`src/rtl/cascade_intc.sv`:
```
`timescale 1ns/1ps
module cascade_intc #(
  parameter int          CAS         = 2,
  parameter logic [7:0]  TRIG_MASK_P = 8'hF8,
  parameter logic [7:0]  TRIG_MASK_S = 8'hDE
) (
  input  logic        clk,
  input  logic        rst_n,
  input  logic [15:0] irq_in,
  input  logic [1:0]  mask_we,
  input  logic [7:0]  mask_wdata,
  input  logic [1:0]  trig_we,
  input  logic [7:0]  trig_wdata,
  output logic [7:0]  trig_p,
  output logic [7:0]  trig_s,
  input  logic [4:0]  base_p,
  input  logic [4:0]  base_s,
  input  logic [1:0]  eoi,
  input  logic        int_ack,
  output logic        cpu_int,
  output logic [7:0]  vec_out,
  output logic        vec_valid
);

  function automatic logic [3:0] first_set(input logic [7:0] v);
    first_set = 4'b1000;
    for (int i = 7; i >= 0; i--)
      if (v[i]) first_set = {1'b0, 3'(i)};
  endfunction

  logic [7:0] p_irr, p_imr, p_isr, p_last;
  logic [7:0] s_irr, s_imr, s_isr, s_last;

  logic [7:0] irq_p, irq_s;
  assign irq_p = irq_in[7:0] & ~(8'b1 << CAS);
  assign irq_s = irq_in[15:8];

  logic       p_pn, p_in, s_pn, s_in;
  logic [2:0] p_pi, p_ii, s_pi, s_ii;
  assign {p_pn, p_pi} = first_set(p_irr & ~p_imr);
  assign {p_in, p_ii} = first_set(p_isr);
  assign {s_pn, s_pi} = first_set(s_irr & ~s_imr);
  assign {s_in, s_ii} = first_set(s_isr);

  logic p_has, s_has, p_is_cas;
  assign p_has    = !p_pn && (p_in || (p_pi < p_ii));
  assign s_has    = !s_pn && (s_in || (s_pi < s_ii));
  assign p_is_cas = (p_pi == 3'(CAS));

  logic p_ack, s_ack, drop, cancel_p, cancel_s, raise;
  assign p_ack    = int_ack && p_has;
  assign s_ack    = p_ack && p_is_cas && s_has;
  assign drop     = p_has && p_is_cas && !s_has;
  assign cancel_p = mask_we[0] && p_has && mask_wdata[p_pi];
  assign cancel_s = mask_we[1] && p_has && p_is_cas && s_has && mask_wdata[s_pi];
  assign raise    = p_has && !(p_is_cas && !s_has);

  logic [7:0] p_ack_bit, s_ack_bit, p_eoi_bit, s_eoi_bit;
  assign p_ack_bit = p_ack ? (8'b1 << p_pi) : 8'h00;
  assign s_ack_bit = s_ack ? (8'b1 << s_pi) : 8'h00;
  assign p_eoi_bit = (eoi[0] && !p_in) ? (8'b1 << p_ii) : 8'h00;
  assign s_eoi_bit = (eoi[1] && !s_in) ? (8'b1 << s_ii) : 8'h00;

  logic [7:0] p_irr_n, s_irr_n, p_irr_base;
  assign p_irr_base = (trig_p & irq_p) |
                      (~trig_p & ((p_irr & ~p_ack_bit) | (irq_p & ~p_last)));
  always_comb begin
    p_irr_n      = p_irr_base;
    p_irr_n[CAS] = (p_irr[CAS] | s_has) & ~(p_ack_bit[CAS] | drop | cancel_s);
  end
  assign s_irr_n = (trig_s & irq_s) |
                   (~trig_s & ((s_irr & ~s_ack_bit) | (irq_s & ~s_last)));

  logic [7:0] vec_n;
  always_comb begin
    if (!p_has)        vec_n = {base_p, 3'd7};
    else if (p_is_cas) vec_n = s_has ? {base_s, s_pi} : {base_s, 3'd7};
    else               vec_n = {base_p, p_pi};
  end

  always_ff @(posedge clk) begin
    if (!rst_n) begin
      p_irr <= '0; p_imr <= '0; p_isr <= '0; p_last <= '0;
      s_irr <= '0; s_imr <= '0; s_isr <= '0; s_last <= '0;
      trig_p <= '0; trig_s <= '0;
      cpu_int <= 1'b0; vec_out <= '0; vec_valid <= 1'b0;
    end else begin
      p_last <= irq_p;
      s_last <= irq_s;
      p_irr  <= p_irr_n;
      s_irr  <= s_irr_n;
      p_isr  <= (p_isr | p_ack_bit) & ~p_eoi_bit;
      s_isr  <= (s_isr | s_ack_bit) & ~s_eoi_bit;
      if (mask_we[0]) p_imr <= mask_wdata;
      if (mask_we[1]) s_imr <= mask_wdata;
      if (trig_we[0]) trig_p <= trig_wdata & TRIG_MASK_P;
      if (trig_we[1]) trig_s <= trig_wdata & TRIG_MASK_S;
      cpu_int   <= raise && !cancel_p && !cancel_s && !int_ack;
      vec_valid <= int_ack;
      if (int_ack) vec_out <= vec_n;
    end
  end

  assert_ack_drops_int_R9: assert property (@(posedge clk) disable iff (!rst_n)
    int_ack |=> !cpu_int);
  assert_vec_pulse_R9: assert property (@(posedge clk) disable iff (!rst_n)
    int_ack |=> vec_valid);
  assert_vec_needs_ack_R9: assert property (@(posedge clk) disable iff (!rst_n)
    vec_valid |-> $past(int_ack));
  assert_cascade_drop_R6: assert property (@(posedge clk) disable iff (!rst_n)
    (p_has && p_is_cas && !s_has) |=> !cpu_int);
  assert_mask_cancel_R8: assert property (@(posedge clk) disable iff (!rst_n)
    (mask_we[0] && p_has && mask_wdata[p_pi]) |=> !cpu_int);
  assert_spurious_primary_R7: assert property (@(posedge clk) disable iff (!rst_n)
    (int_ack && !p_has) |=> (vec_out == {$past(base_p), 3'd7}));
  assert_cascade_set_R5: assert property (@(posedge clk) disable iff (!rst_n)
    (s_has && !s_ack && !cancel_s) |=> p_irr[CAS]);

endmodule

```
`config.mk`:
```
export PLATFORM = sky130hd
export DESIGN_NAME = cascade_intc
export DESIGN_NICKNAME = d
export VERILOG_FILES = /design/src/rtl/cascade_intc.sv
export SDC_FILE = /design/constraint.sdc
export NUM_CORES = 1
export LEC_CHECK = 0
export BUFFER_PORTS_ARGS = -buffer_cell sky130_fd_sc_hd__buf_4
export CORE_UTILIZATION = 40
export DETAILED_ROUTE_END_ITERATION = 8
export GPL_TIMING_DRIVEN = 0
export SLEW_MARGIN = 0
export SYNTH_ARGS = -nofsm -noshare
export SYNTH_HDL_FRONTEND = slang
export SYNTH_SLANG_ARGS = --single-unit
```
`constraint.sdc`:
```
create_clock -name clk -period 6.6 [get_ports clk]
set_input_delay 1.98 -clock clk [delete_from_list [all_inputs] [get_ports clk]]
set_output_delay 1.98 -clock clk [all_outputs]
set_load 0.01 [all_outputs]
```
# Word level (Yosys, flattened, before mapping)
# Index checks and enable logic that the tools add are counted.
# W data, S select, Z words.
word_totals:
  regBits: 85
  in_bits: 51
  latch_bits: 0
  output_inout_bits: 26
  word_cells: 130
  memories: 0
  romBits: 0
  mem_bits_rw: 0
op_classes:
  shift: 4
  div: 0
  bitwise: 33
  multipliers: 0
  reduce_logical: 31
  n_addsub: 0
  eq_ne: 1
  order_cmp: 4
  muxes: 43
ops:
  columns: ["operator", "count"]
  rows:
  - ["$mux W4", 32]
  - ["$and A8 B8 Y8", 12]
  - ["$not A8 Y8", 10]
  - ["$mux W8", 6]
  - ["$or A8 B8 Y8", 6]
  - ["$shl A1 B3 Y8 const A", 4]
  - ["$logic_and A1 B1 Y1", 20]
  - ["$logic_not A1 Y1", 9]
  - ["$lt A3 B4 Y1 const B", 2]
  - ["$bmux W1 S3", 2]
  - ["$lt A3 B3 Y1", 2]
  - ["$eq A3 B2 Y1 const B", 1]
  - ["$mux W3", 1]
  - ["$or A1 B1 Y1", 3]
  - ["$logic_or A1 B1 Y1", 2]
  - ["$mux W1", 2]
  - ["$and A1 B1 Y1", 1]
  - ["$not A1 Y1", 1]

# Depth between registers and ports, before layout
logic_depth:
  ltp_word: 22
  mapped_depth: 12

# Worst setup path after synthesis
# No wires, ideal clock.
synth_path:
  path_type: "input-to-reg"
  from: "in mask_we[1]"
  to: "reg cpu_int"
  setup_slack_ps: 3418
  path_buffers: 1
  setup_ps: 116
  required_time_ps: 6484
  stages: 5
  arrival_time_ps: 3066
  cell_sequence: "clkbuf_1 -> o311a_1 -> o211ai_1 -> a31o_1 -> and3_1"
synth_via:
  elab_chain_cells: 7
synth_lines:
  columns: ["item", "line_no", "text"]
  rows:
  - ["from (decl)", "10", "input logic [1:0] mask_we,"]
  - ["$logic_and A1 B1 Y1 (4 in a row)", "55", "assign cancel_s = mask_we[1] && p_has && p_is_cas && s_has && mask_wdata[s_pi];"]
  - ["$logic_not A1 Y1", "98", "cpu_int <= raise && !cancel_p && !cancel_s && !int_ack;"]
  - ["$logic_and A1 B1 Y1 (2 in a row)", "98", null]
  - ["to (signal assigned)", "98", null]
  - ["to (decl)", "20", "output logic cpu_int,"]
# No other way between the ends.
# A chain may end at the register's enable or synchronous reset.

# Worst setup path after layout
layout_path:
  from: "reg p_irr[6]"
  to: "reg p_isr[4]"
layout_via:
  elab_chain_cells: 15
layout_lines:
  columns: ["item", "line_no", "text"]
  rows:
  - ["from (decl)", "31", "logic [7:0] p_irr, p_imr, p_isr, p_last;"]
  - ["from (signal assigned)", "90", "p_irr <= p_irr_n;"]
  - ["$and A8 B8 Y8 *", "40", "assign {p_pn, p_pi} = first_set(p_irr & ~p_imr);"]
  - ["$mux W4 * (7 in a row)", "28", "if (v[i]) first_set = {1'b0, 3'(i)};"]
  - ["$lt A3 B3 Y1", "46", "assign p_has = !p_pn && (p_in || (p_pi < p_ii));"]
  - ["$logic_or A1 B1 Y1", "46", null]
  - ["$logic_and A1 B1 Y1", "46", null]
  - ["$logic_and A1 B1 Y1", "51", "assign p_ack = int_ack && p_has;"]
  - ["$mux W8 *", "59", "assign p_ack_bit = p_ack ? (8'b1 << p_pi) : 8'h00;"]
  - ["$or A8 B8 Y8 *", "92", "p_isr <= (p_isr | p_ack_bit) & ~p_eoi_bit;"]
  - ["$and A8 B8 Y8 *", "92", null]
  - ["to (signal assigned)", "92", null]
  - ["to (decl)", "31", null]
# Mark *: on every way between the ends. The rest lies on a longest branch, timed or not.

==> summary.txt <==
Placement
  – Routability-driven placement congestion ratio: 0.916
  – Worst slack at placement: roughly 2800 ps
  – Number of buffers inserted by port buffering: 64
  – HPWL Detailed: between 8000 and 9000 um

Pwr
  – Combinational fraction of design power: 0.257
  – Reg power frac: 0.437
  – Power density over the cells: 255 nW/um^2
  – Internal cell power: 903 uW
  – Net switching fraction of the power: 0.308
  – IR Drop Worst-Case VDD: 130 uV
  – Net Switching: 402 uW
  – Leakage Power: between 0.002 and 0.0025 uW
  – Portion of total power attributed to the clock network: 0.306

Worst setup path
  – Critical Setup Path Class: flop to flop
  – Most frequent cell on the critical path: a21o_1
  – Reg-to-reg setup timing slack: about 3200 ps
  – Series of cell instances along the critical path: nor2b_1 > nor4_1 > nand3b_1 > inv_1 > ha_1 > a21o_1 > a21o_1 > a221oi_2 > o211ai_2 > nor4b_1 > o221a_2
  – Worst path slowest cell: nor4b_1
  – Worst endpoint data arrival time: between 3000 and 4000 ps
  – Capturing element type of the critical path: flop
  – Family of cells with the greatest summed delay on the critical path: simple AND/OR/NAND/NOR gates
  – Req. time, crit path: around 7000 ps
  – Number of buffers and inverters on the critical path: 1
  – Top fanout value on the critical path: 7
  – Startpoint kind of the worst setup timing path: flop
  – CP peak stage delay: 670 ps

Routing
  – Sum of routed wire length over all layers: ~11000 um
  – WL per Instance: about 16 um
  – Avg Vias per Cell: 5.27
  – DRC: 0
  – Detailed router's first-iteration violation count: about 190
  – TritonRoute pass-1 iters: 4
  – Post-route ant nets: 0
  – Via total after detailed routing: 3550

Timing
  – Slew Viols, Final: 0
  – Highest clock rate: 0.293 GHz
  – Final setup violating endpoints: 0
  – Final worst clock skew: 7.32 ps
  – Final hold violations: 0
  – Total negative slack for setup checks: 0 ps
  – Unrepaired setup endpoints after global routing: no
  – Post-route minimum period: 3410 ps
  – Worst max-slew margin expressed relative to the limit: 0.478
  – Post-layout worst setup margin: 3190 ps
  – Period utilization: 0.517
  – Transition time of the tightest slew-check pin: a little under 800 ps

Yosys
  – Number of enable flip-flop cells after synthesis: 0
  – Combined area of all synthesized cells: roughly 4200 um^2
  – Leading post-synthesis cells by cell area: dfxtp_1, mux2i_1, nor2b_1
  – Cell accounting for the most synthesized area: dfxtp_1
  – Mean instance size in the synthesized netlist: roughly 9.3 um^2
  – Primary FF master, synth: dfxtp_1
  – Post-Syn Instances: ~450
  – Proportion of synthesized flip-flops having asynchronous set or reset: 0
  – Number of warnings reported in the yosys synthesis log: 0
  – Portion of synthesized cell area occupied by the leading cell type: 0.397
  – Synth cell types: 70
  – Register area share after synthesis: 0.397
  – Count of state elements after synthesis: 84

Global routing
  – Maximum number of pins on one net before global-route repair: 14
  – Number of global-route vias before repair: approximately 3400
  – Initial antenna violation count: 0
  – Combined global-route utilization of all metal layers: 0.211
  – First-pass GRT wire length: 17800 um
  – Remaining global-route overflow: 0

CTS
  – Total of hold buffers inserted after clock tree synthesis: 0
  – Clock root buffer: clkbuf_8
  – CTS tree: yes
  – Post-CTS Setup Repair Bufs: 0
  – Total clock sinks: 84
  – H-tree lvl count: 3
  – Number of buffers created by CTS: 9
  – Worst-skew pair later-pin latency: roughly 360 ps
  – CTS clk-pin slew, worst paths: 90 ps
  – Clock buffer depth: 2
  – Number of cells upsized or downsized after cts: 0

Die
  – Core Region: 10300 um^2
  – Initial standard-cell utilization of the core: 0.412
  – Std-Cell Rows: 37
  – Die Height: 105 um
  – Width of the die: 105 um
  – Full die area: 11000 um^2
  – Number of I/O pins: 77

Finish
  – Commonest non-fill, non-tap cell in the layout: dfxtp_1
  – Number of fill cells in the layout: just over 1000
  – Antenna Diode Count: 0
  – Number of nets in the finished design: 588
  – Proportion of layout cells with a drive suffix above 1: 0.225
  – Layout overhead on the synthesized area: 20.6%
  – Most frequent cells in the layout: dfxtp_1, buf_4, nor2b_1, nand2_1, mux2i_1

Run status
  – Status: finished clean

Run
  – Count of max-cap constraint violations: 0

Worst hold path
  – Type of the tightest min-delay check: flop to flop
==> metrics by stage <==
step / utilization / area, um^2 / power (uW) / hold slack [ps] / cells
finish: 0.497 / 5110 / 1300 / 435 / 673
floorplan: - / 4250 / 811 / 408 / 458
detailed placement: 0.477 / 4900 / 917 / 426 / 658
global route: 0.497 / 5110 / 1370 / 464 / 673
global placement: 0.477 / 4900 / 910 / 418 / 658
CTS: 0.497 / 5110 / 1310 / 438 / 673
==> cells by family (layout without fill, tap and decap cells) <==
logic type,Yosys count,count (layout),share of synthesized area
AND/OR/NAND/NOR,180,180,0.258
AO/OA/AOI/OAI,103,103,0.195
flip-flops,84,84,0.397
buffers and inverters,46,125,0.0458
multiplexers,36,36,0.0913
adder cells (fa/ha/maj),4,4,0.0118
other,1,5,0.000885
==> power groups by stage <==
stage / combinational [uW] / clock [uW] / sequential, uW
final: 335 / 399 / 570
after floorplan: 231 / 0 / 580
after CTS: 336 / 405 / 570
after global routing: 370 / 426 / 575
after global placement: 330 / 0 / 581
after detailed placement: 335 / 0 / 582
==> sequential cells by signal, indices dropped and copies added (netlist names) <==
name / cells
p_last: 7
trig_s: 6
vec_out: 8
s_last: 8
s_isr: 8
cpu_int: 1
vec_valid: 1
s_imr: 8
trig_p: 5
s_irr: 8
p_irr: 8
p_imr: 8
p_isr: 8
==> worst paths after layout <==
path	from	end	cells past startpoint
worst min register to register	p_last[1]	p_irr[1]	1
worst max register to register	p_irr[6]	p_isr[4]	11
worst min-delay path	p_last[1]	p_irr[1]	1
worst max-delay path	p_irr[6]	p_isr[4]	11
==> layout make-up <==
type | instances | area [um^2] | area share
Multi-Input combinational cell | 328 | 2380 | 0.465
Tap cell | 136 | 170 | 0.0333
Buffer | 23 | 108 | 0.0211
Clock inverter | 4 | 75.1 | 0.0147
Clock buffer | 11 | 131 | 0.0257
Sequential cell | 84 | 1680 | 0.329
Inverter | 23 | 86.3 | 0.0169
Timing Repair Buffer | 64 | 480 | 0.0940
==> metal layers <==
metal  up-vias  global-route usage  share of wire
li1       1780                   -              -
met1      1675               0.282           0.48
met2        82               0.339           0.46
met3        13              0.0312          0.044
met4         0              0.0885          0.017
met5         -                   0              0
==> synthesized netlist by cell type, types with 3 or more instances <==
library cell   n
o221a_1        3
o31ai_1        6
o211a_1       10
buf_4          5
nand3_1        8
dfxtp_1       84
o211ai_1       7
o21bai_1       3
nand3b_1       8
clkbuf_1      16
and2_1        16
nor4_1         6
a211oi_1       4
o22ai_1        4
mux2i_1       33
nor2b_1       41
nor3_1         5
and2b_2        4
a21oi_1       14
o221a_2        4
nand2_1       33
inv_1         23
a21o_1         7
nor3b_1        3
nand2b_1       8
ha_1           4
o21ai_0       14
nand4_1        3
nor2_1        23
No activity file was read; power rests on OpenSTA's default activity.
